**config.mk**
```make
export PLATFORM = sky130hd
export DESIGN_NAME = line_dma_seq
export DESIGN_NICKNAME = d
export VERILOG_FILES = /design/src/rtl/lds_pkg.sv /design/src/rtl/lds_decode.sv /design/src/rtl/lds_events.sv /design/src/rtl/line_dma_seq.sv
export SDC_FILE = /design/constraint.sdc
export NUM_CORES = 1
export LEC_CHECK = 0
export BUFFER_PORTS_ARGS = -buffer_cell sky130_fd_sc_hd__clkbuf_2
export CAP_MARGIN = 30
export CORE_MARGIN = 2
export CORE_UTILIZATION = 40
export DETAILED_ROUTE_END_ITERATION = 10
export PLACE_DENSITY = 0.71
export SYNTH_ARGS = -nofsm -noshare
export SYNTH_HDL_FRONTEND = slang
export SYNTH_SLANG_ARGS = --single-unit
```
**constraint.sdc**
```tcl
create_clock -name clk -period 6.9 [get_ports clk]
set_clock_uncertainty 0.1 [all_clocks]
set_input_delay 0.345 -clock clk [delete_from_list [all_inputs] [get_ports clk]]
set_output_delay 0.345 -clock clk [all_outputs]
set_load 0.02 [all_outputs]
```
**src/rtl/lds_pkg.sv**
```systemverilog
package lds_pkg;
  localparam logic [3:0] OP_WRITE = 4'h1;
  localparam logic [3:0] OP_SKIP  = 4'h2;
  localparam logic [3:0] OP_JUMP  = 4'h7;
  localparam logic [3:0] OP_SYNC  = 4'h8;
  localparam logic [3:0] OP_MWR3A = 4'hB;
  localparam logic [3:0] OP_MWR3B = 4'hC;
  localparam logic [3:0] OP_MWR4  = 4'hD;

  localparam int B_SOL    = 27;
  localparam int B_EOL    = 26;
  localparam int B_IRQ2   = 25;
  localparam int B_IRQ1   = 24;
  localparam int B_CLR    = 17;
  localparam int B_INC    = 16;
  localparam int B_RESYNC = 15;

  typedef enum logic [2:0] {K_WRITE, K_JUMP, K_SYNC, K_NOP, K_MASKED, K_BAD} kind_e;
  typedef enum logic [2:0] {S_IDLE, S_FETCH, S_ARG, S_DATA, S_BUS, S_SYNC, S_HALT} state_e;
endpackage

```
**src/rtl/lds_decode.sv**
```systemverilog
module lds_decode
  import lds_pkg::*;
(
  input  logic [3:0] op,
  output kind_e      kind,
  output logic [2:0] ndw
);
  always_comb begin
    kind = K_BAD;
    ndw  = 3'd1;
    case (op)
      OP_WRITE: begin kind = K_WRITE;  ndw = 3'd2; end
      OP_JUMP:  begin kind = K_JUMP;   ndw = 3'd2; end
      OP_SYNC:  begin kind = K_SYNC;   ndw = 3'd1; end
      OP_SKIP:  begin kind = K_NOP;    ndw = 3'd1; end
      OP_MWR3A: begin kind = K_MASKED; ndw = 3'd3; end
      OP_MWR3B: begin kind = K_MASKED; ndw = 3'd3; end
      OP_MWR4:  begin kind = K_MASKED; ndw = 3'd4; end
      default:  begin kind = K_BAD;    ndw = 3'd1; end
    endcase
  end
endmodule

```
**src/rtl/lds_events.sv**
```systemverilog
module lds_events #(
  parameter int EVT_W = 16
) (
  input  logic             clk,
  input  logic             rst_n,
  input  logic             en,
  input  logic             fire,
  input  logic             f_irq1,
  input  logic             f_irq2,
  input  logic             f_inc,
  input  logic             f_clr,
  output logic             irq1,
  output logic             irq2,
  output logic [EVT_W-1:0] evt_cnt
);
  logic [EVT_W-1:0] cnt_d;
  logic             irq1_d, irq2_d;

  always_comb begin
    cnt_d  = evt_cnt;
    irq1_d = 1'b0;
    irq2_d = 1'b0;
    if (!en) begin
      cnt_d = '0;
    end else if (fire) begin
      irq1_d = f_irq1;
      irq2_d = f_irq2;
      if (f_clr)      cnt_d = f_inc ? EVT_W'(1) : '0;
      else if (f_inc) cnt_d = evt_cnt + EVT_W'(1);
    end
  end

  always_ff @(posedge clk or negedge rst_n) begin
    if (!rst_n) begin
      evt_cnt <= '0;
      irq1    <= 1'b0;
      irq2    <= 1'b0;
    end else begin
      evt_cnt <= cnt_d;
      irq1    <= irq1_d;
      irq2    <= irq2_d;
    end
  end

  assert_clear_R9: assert property (@(posedge clk) disable iff (!rst_n)
    (en && fire && f_clr && !f_inc) |=> (evt_cnt == '0));
  assert_pulse_R8: assert property (@(posedge clk) disable iff (!rst_n)
    (en && fire && f_irq1) |=> irq1);
endmodule

```
**src/rtl/line_dma_seq.sv**
```systemverilog
module line_dma_seq
  import lds_pkg::*;
#(
  parameter int AW     = 32,
  parameter int CNT_W  = 12,
  parameter int LVL_W  = 13,
  parameter int LINE_W = 10,
  parameter int EVT_W  = 16
) (
  input  logic              clk,
  input  logic              rst_n,
  input  logic              en,
  input  logic [AW-1:0]     start_addr,
  output logic              fetch_req,
  output logic [AW-1:0]     fetch_addr,
  input  logic [31:0]       fetch_data,
  input  logic              fetch_valid,
  output logic              wr_req,
  output logic [31:0]       wr_addr,
  output logic [CNT_W-1:0]  wr_bytes,
  output logic              wr_sol,
  output logic              wr_eol,
  input  logic              wr_ack,
  input  logic [LVL_W-1:0]  fifo_level,
  input  logic [LINE_W-1:0] cur_line,
  output logic              irq1,
  output logic              irq2,
  output logic              err_irq,
  output logic              err_sticky,
  output logic [EVT_W-1:0]  evt_cnt
);
  localparam logic [AW-1:0] DW_BYTES = AW'(4);

  state_e            state_q, state_d;
  logic [AW-1:0]     pc_q, pc_d;
  logic [CNT_W-1:0]  cnt_q, cnt_d;
  logic [LINE_W-1:0] line_q, line_d;
  logic [31:0]       waddr_q, waddr_d;
  logic              sol_q, sol_d, eol_q, eol_d, jmp_q, jmp_d;
  logic              err_q, err_d, eirq_d;
  logic              fire, bad;
  kind_e             kind;
  logic [2:0]        ndw;

  lds_decode u_dec (
    .op   (fetch_data[31:28]),
    .kind (kind),
    .ndw  (ndw)
  );

  lds_events #(.EVT_W(EVT_W)) u_evt (
    .clk     (clk),
    .rst_n   (rst_n),
    .en      (en),
    .fire    (fire),
    .f_irq1  (fetch_data[B_IRQ1]),
    .f_irq2  (fetch_data[B_IRQ2]),
    .f_inc   (fetch_data[B_INC]),
    .f_clr   (fetch_data[B_CLR]),
    .irq1    (irq1),
    .irq2    (irq2),
    .evt_cnt (evt_cnt)
  );

  always_comb begin
    state_d = state_q;
    pc_d    = pc_q;
    cnt_d   = cnt_q;
    line_d  = line_q;
    waddr_d = waddr_q;
    sol_d   = sol_q;
    eol_d   = eol_q;
    jmp_d   = jmp_q;
    fire    = 1'b0;
    bad     = 1'b0;
    case (state_q)
      S_IDLE: begin
        state_d = S_FETCH;
        pc_d    = start_addr;
      end
      S_FETCH: begin
        if (fetch_valid) begin
          fire   = 1'b1;
          cnt_d  = fetch_data[CNT_W-1:0];
          line_d = fetch_data[LINE_W-1:0];
          sol_d  = fetch_data[B_SOL];
          eol_d  = fetch_data[B_EOL];
          case (kind)
            K_WRITE: begin jmp_d = 1'b0; pc_d = pc_q + DW_BYTES; state_d = S_ARG; end
            K_JUMP:  begin jmp_d = 1'b1; pc_d = pc_q + DW_BYTES; state_d = S_ARG; end
            K_SYNC: begin
              pc_d    = pc_q + DW_BYTES;
              state_d = fetch_data[B_RESYNC] ? S_SYNC : S_FETCH;
            end
            K_BAD: begin bad = 1'b1; state_d = S_HALT; end
            default: pc_d = pc_q + AW'({ndw, 2'b00});
          endcase
        end
      end
      S_ARG: begin
        if (fetch_valid) begin
          if (jmp_q) begin
            pc_d    = fetch_data[AW-1:0];
            state_d = S_FETCH;
          end else begin
            waddr_d = fetch_data;
            pc_d    = pc_q + DW_BYTES;
            state_d = (cnt_q == '0) ? S_FETCH : S_DATA;
          end
        end
      end
      S_DATA: if (fifo_level >= LVL_W'(cnt_q)) state_d = S_BUS;
      S_BUS:  if (wr_ack) state_d = S_FETCH;
      S_SYNC: if (cur_line == line_q) state_d = S_FETCH;
      default: state_d = S_HALT;
    endcase
    if (!en) begin
      state_d = S_IDLE;
      bad     = 1'b0;
    end
    err_d  = err_q | bad;
    eirq_d = bad;
  end

  always_ff @(posedge clk or negedge rst_n) begin
    if (!rst_n) begin
      state_q <= S_IDLE;
      pc_q    <= '0;
      cnt_q   <= '0;
      line_q  <= '0;
      waddr_q <= '0;
      sol_q   <= 1'b0;
      eol_q   <= 1'b0;
      jmp_q   <= 1'b0;
      err_q   <= 1'b0;
      err_irq <= 1'b0;
    end else begin
      state_q <= state_d;
      pc_q    <= pc_d;
      cnt_q   <= cnt_d;
      line_q  <= line_d;
      waddr_q <= waddr_d;
      sol_q   <= sol_d;
      eol_q   <= eol_d;
      jmp_q   <= jmp_d;
      err_q   <= err_d;
      err_irq <= eirq_d;
    end
  end

  assign fetch_req  = (state_q == S_FETCH) || (state_q == S_ARG);
  assign fetch_addr = pc_q;
  assign wr_req     = (state_q == S_BUS);
  assign wr_addr    = waddr_q;
  assign wr_bytes   = cnt_q;
  assign wr_sol     = sol_q;
  assign wr_eol     = eol_q;
  assign err_sticky = err_q;

  assert_no_overlap_R11: assert property (@(posedge clk) disable iff (!rst_n)
    !(fetch_req && wr_req));
  assert_fetch_hold_R11: assert property (@(posedge clk) disable iff (!rst_n || !en)
    (fetch_req && !fetch_valid) |=> (fetch_req && $stable(fetch_addr)));
  assert_wr_hold_R4: assert property (@(posedge clk) disable iff (!rst_n || !en)
    (wr_req && !wr_ack) |=> (wr_req && $stable(wr_addr) && $stable(wr_bytes)));
  assert_no_zero_req_R5: assert property (@(posedge clk) disable iff (!rst_n)
    wr_req |-> (wr_bytes != '0));
  assert_halt_quiet_R10: assert property (@(posedge clk) disable iff (!rst_n)
    err_irq |-> (!fetch_req && !wr_req && err_sticky));
  assert_disable_idle_R1: assert property (@(posedge clk) disable iff (!rst_n)
    !en |=> (!fetch_req && !wr_req));
endmodule

```
Yosys cells after proc, flatten, opt, wreduce, memory -nomap -nowiden
Cells that the tools add are included. W data, S select, Z words.

Register bits after elaboration: 112.

Muxes and demuxes: 34. Bitwise logic cells: 2. Equal/unequal tests: 27. Reduce and logical (&&, ||, !) cells: 17. Add/sub/neg operators: 3. Magnitude comparators: 1.

Operator list (count): $mux W32 (3); $pmux W32 S3 (1); $mux W16 (4); $pmux W32 S2 (1); $add A32 B3 Y32 const B (1); $add A32 B5 Y32 (1); $mux W3 (7); $pmux W3 S3 (2); $pmux W3 S6 (1); $add A16 B1 Y16 const B (1); $eq A4 B4 Y1 const B (4); $pmux W3 S5 (1); $ge A13 B12 Y1 (1); $logic_not A12 Y1 (1); $ne A3 B3 Y1 const B (4); $mux W1 (11); $eq A10 B10 Y1 (1); $eq A3 B2 Y1 const B (3); $eq A3 B3 Y1 const B (3); $eq A3 B1 Y1 const B (2); $logic_not A3 Y1 (2); $ne A2 B2 Y1 const B (3); $reduce_and A3 Y1 (2); $reduce_and A6 Y1 (1); 18 further kinds (23).

Depth between registers and ports, before layout
Depth in word-level cells: 9. Depth in mapped cells: 12. Depth with buffers taken out: 11.

Cells and area by module
Synthesis repeated with hierarchy kept, for this count alone.

Cell total of the unflattened synthesis: 762. Area, all modules: 6867.8 µm².

Modules (own cells, without submodules): line_dma_seq (cells an instance 635, times used 1, sequential area each 2102.0 µm², area an instance 5718.0 µm²); lds_events (cells an instance 108, times used 1, sequential area each 450.4 µm², area an instance 993.5 µm²); lds_decode (cells an instance 19, times used 1, sequential area each 0.0 µm², area an instance 156.4 µm²).

Worst setup path after synthesis
Ideal clock, no wire load.

Path type: input port to flip-flop. From: input port fetch_data[31]. To: register pc_q[27], in the netlist fetch_addr[27]. Data required time: 6.674 ns. Data arrival time: 2.635 ns. Slack: 4.039 ns. Cell stages on the path: 12. Library setup time: 0.126 ns. Cells stage by stage: buf_2 -> xor2_1 -> o211ai_1 -> o21ai_0 -> ha_1 -> nand3_1 -> a211o_1 -> mux2_2 -> buf_2 -> o21ai_0 -> a21boi_0 -> a221o_1.

Word-level cells in the longest chain between the ends: 8. Elaborated cells between the ends (all ways): 23.

RTL lines: start, declared (line line_dma_seq.sv:16) `input logic [31:0] fetch_data,`; parallel branches: the longest is 8 deep, another holds $add A32 B5 Y32; end signal, assigned (line line_dma_seq.sv:139) `pc_q <= pc_d;`; end, declared (line line_dma_seq.sv:35) `logic [AW-1:0] pc_q, pc_d;`.

Parallel ways; which one is timed is not known. The select of a mux whose other input is x is not followed. A chain may end at the register's enable or synchronous reset.

Final worst setup path
From: register state_q[0]. To: register pc_q[27], in the netlist fetch_addr[27].

Word-level cells in the longest chain between the ends: 3. Elaborated cells between the ends (all ways): 9.

RTL lines: start, declared (line line_dma_seq.sv:34) `state_e state_q, state_d;`; start signal, assigned (line line_dma_seq.sv:138) `state_q <= state_d;`; $eq A3 B1 Y1 (tied with other cells) (line line_dma_seq.sv:76) `case (state_q)`; $ne A2 B2 Y1 (no line) / $reduce_bool A3 Y1 (equally long branches); $reduce_and A4 Y1 (no line).

Several ways; a longest one is shown, not always the timed one.

==> results by group <==
CTS
  • Hold buffer count at cts: 1
  • Root Driver: clkbuf_16
  • Worst-Skew Late Latency: 0.37 ns
  • CTS sink count: roughly 100
  • H-tree depth: 3
  • CTS tree: done
  • Post-CTS setup buffer count: 0
  • Number of buffers created by CTS: 9
  • Clock buffer depth: 2
  • CTS clk-pin slew, worst paths: roughly 0.080 ns
  • Post-CTS sizing: 0

Routing
  • Met2 routed WL: around 11 mm
  • DRC: 0
  • Wirelength per Cell: around 19 um
  • Met1 Wirelength: a little under 10 mm
  • First-pass DRT Iterations: 5
  • Post-Route WL: 22.4 mm
  • Final antenna-violating net count: 0
  • Iteration-0 DRC Markers: 552
  • DR vias: ~7000
  • Met3 Wirelength: about 1.4 mm
  • Uppermost layer routed: met4
  • Vias per inst: about 6.0

Placed design
  • Gpl congestion: 0.944
  • Placed instance area: 0.00789 mm2
  • Post-Place Worst Slack: 3.64 ns
  • Inst Count DP: 1147
  • IO Port Bufs: 191
  • HPWL Detailed: between 15 and 20 mm

Synth
  • Post-synth top cells: dfrtp_1, nand2_1, o21ai_0
  • Post-synthesis sequential area ratio: 0.375
  • Synth Register Bits: 102
  • Post-synthesis cell area: approximately 0.007 mm2
  • Yosys warnings: 0
  • Syn Inst Count: slightly below 800
  • Area contributors post-synth: dfrtp_1, mux2_2, o21ai_0
  • Cell variety after synth: 75
  • EDFF count, synth: 0
  • Synth async-reset ratio: 1.00
  • Mapped Avg Cell Area: a little under 9 um2
  • Yosys top cell by area: dfrtp_1
  • Most frequent cell after synthesis: dfrtp_1
  • Top_reg_cell synth: dfrtp_1
  • Synth top area share: 0.375
  • Post-Syn Nets: between 800 and 900

STA
  • Setup TNS: 0 ns
  • Slew Limit Fails: 0
  • Final Setup Violations: 0
  • Final period util: 0.448
  • Fmax: about 320 MHz
  • RSZ-0062 raised after global routing: false
  • Worst slew pin tran: 1.03 ns
  • Final setup margin: roughly 3.8 ns
  • Relative slew slack: 0.314
  • Min Tclk post-route: 3.09 ns
  • Fin. Hold Viols: 0

Flow run
  • MaxCap Viol Count: 0

Finish
  • Finished Cell Area: 0.00822 mm2
  • Fillers: between 1500 and 2000
  • Nets: 1049
  • Layout area overhead: 20.9%
  • Final Non-Filler Cells: around 1200
  • N_diodes: 0
  • Share of layout cells above drive strength 1: 0.275

Die
  • Core Area: between 0.015 and 0.02 mm2
  • Die area: 0.0181 mm2
  • IO Count: about 190
  • Die height: roughly 130 um
  • Die Span X: about 130 um
  • Row cnt: between 40 and 50
  • Effective utilization at floorplan: 0.410

Run status
  • Status: complete, no violations

Setup path
  • Crit-path max FO: 27
  • Setup crit start kind: flop
  • Crit path kind: reg2reg
  • Worst EP required: approximately 7.1 ns
  • Worst Path Arrival: 3.30 ns
  • Worst setup EP type: flop

Power and ir drop
  • Pwr/cell area: roughly 430 mW/mm2
  • Total power: about 0.0035 W
  • Peak VDD IR: 0.000223 V
  • Leak pwr: 3.70 nW

GRT
  • Global route overflow: 0
  • Global-route wire length before repair: 35.1 mm
  • Number of global-route vias before repair: approximately 6500
  • All-Layer GR Usage: 0.247
  • Pin count of the biggest net entering global routing: 53
  • Antenna violations before repair: 0

Worst hold path
  • Hold Path Class: in2reg
stage by stage:
step                utilization  hold slack (ns)
floorplan                     -          -0.0506
global placement          0.476            0.321
detailed placement        0.476            0.320
CTS                       0.496            0.101
global route              0.496            0.103
finish                    0.496            0.101
routing by layer:
layer,vias to the layer above,GRT usage
met5,-,0
met4,0,0.0836
met3,34,0.0321
met2,271,0.406
met1,3374,0.338
li1,3254,-
sequential cells by signal (all words and copies together) (netlist names), 3 cells and up:
signal,flops
state_q,3
wr_addr,32
u_evt.evt_cnt,16
fetch_addr,32
wr_bytes,12
report_power, final:
group / switching (W) / internal (W)
sequential: 0.000346 / 0.000827
clock: 0.000262 / 0.000291
combinational: 0.00110 / 0.000695
total: 0.00171 / 0.00181
layout by cell type, fill, tap and decap left out, drive strengths merged, types with 21 or more instances in the layout:
cell,count
nand3,34
mux2,33
nor2,55
o21ai,67
inv,26
xnor2,21
a21oi,33
dfrtp,102
nor3,31
nand2,82
clkbuf,199
critical path, cell delays in order (launching register included):
cell	delay [ns]
dfrtp_1	0.86
nand2b_1	0.28
nor2_1	0.58
buf_4	0.33
nand2_1	0.18
o41ai_1	0.47
a221o_1	0.23
final timing paths:
path / from / endpoint / slack, ns / depth (start not counted)
setup / recovery: state_q[0] / fetch_addr[27] / 3.81 / 6
hold / removal: fetch_data[0] / wr_bytes[0] / 0.10 / 3
setup reg to reg: state_q[0] / fetch_addr[27] / 3.81 / 6
hold reg to reg: err_sticky / err_sticky / 0.39 / 1
max in group asynchronous: rst_n / fetch_addr[31] / 5.06 / 3
min in group asynchronous: rst_n / u_evt.evt_cnt[2] / 0.45 / 2
cell families after synthesis:
logic type,Yosys count,share of synthesized area
compound gates,230,0.231
xor+xnor,33,0.0425
fa+ha+maj,18,0.0342
buf+inv,76,0.0444
flops,102,0.375
mux,37,0.0616
simple gates,287,0.211
area by class of cell:
| type | count | area, um2 | area share |
|---|---|---|---|
| repair buffers | 199 | 1020 | 0.124 |
| multi-input cells | 605 | 3970 | 0.483 |
| inverters | 22 | 82.6 | 0.0100 |
| well taps | 220 | 275 | 0.0335 |
| flip-flops and latches | 102 | 2550 | 0.311 |
| clock inverters | 7 | 88.8 | 0.0108 |
| clock buffers | 9 | 225 | 0.0274 |
Power figures use the tool's default switching activity.
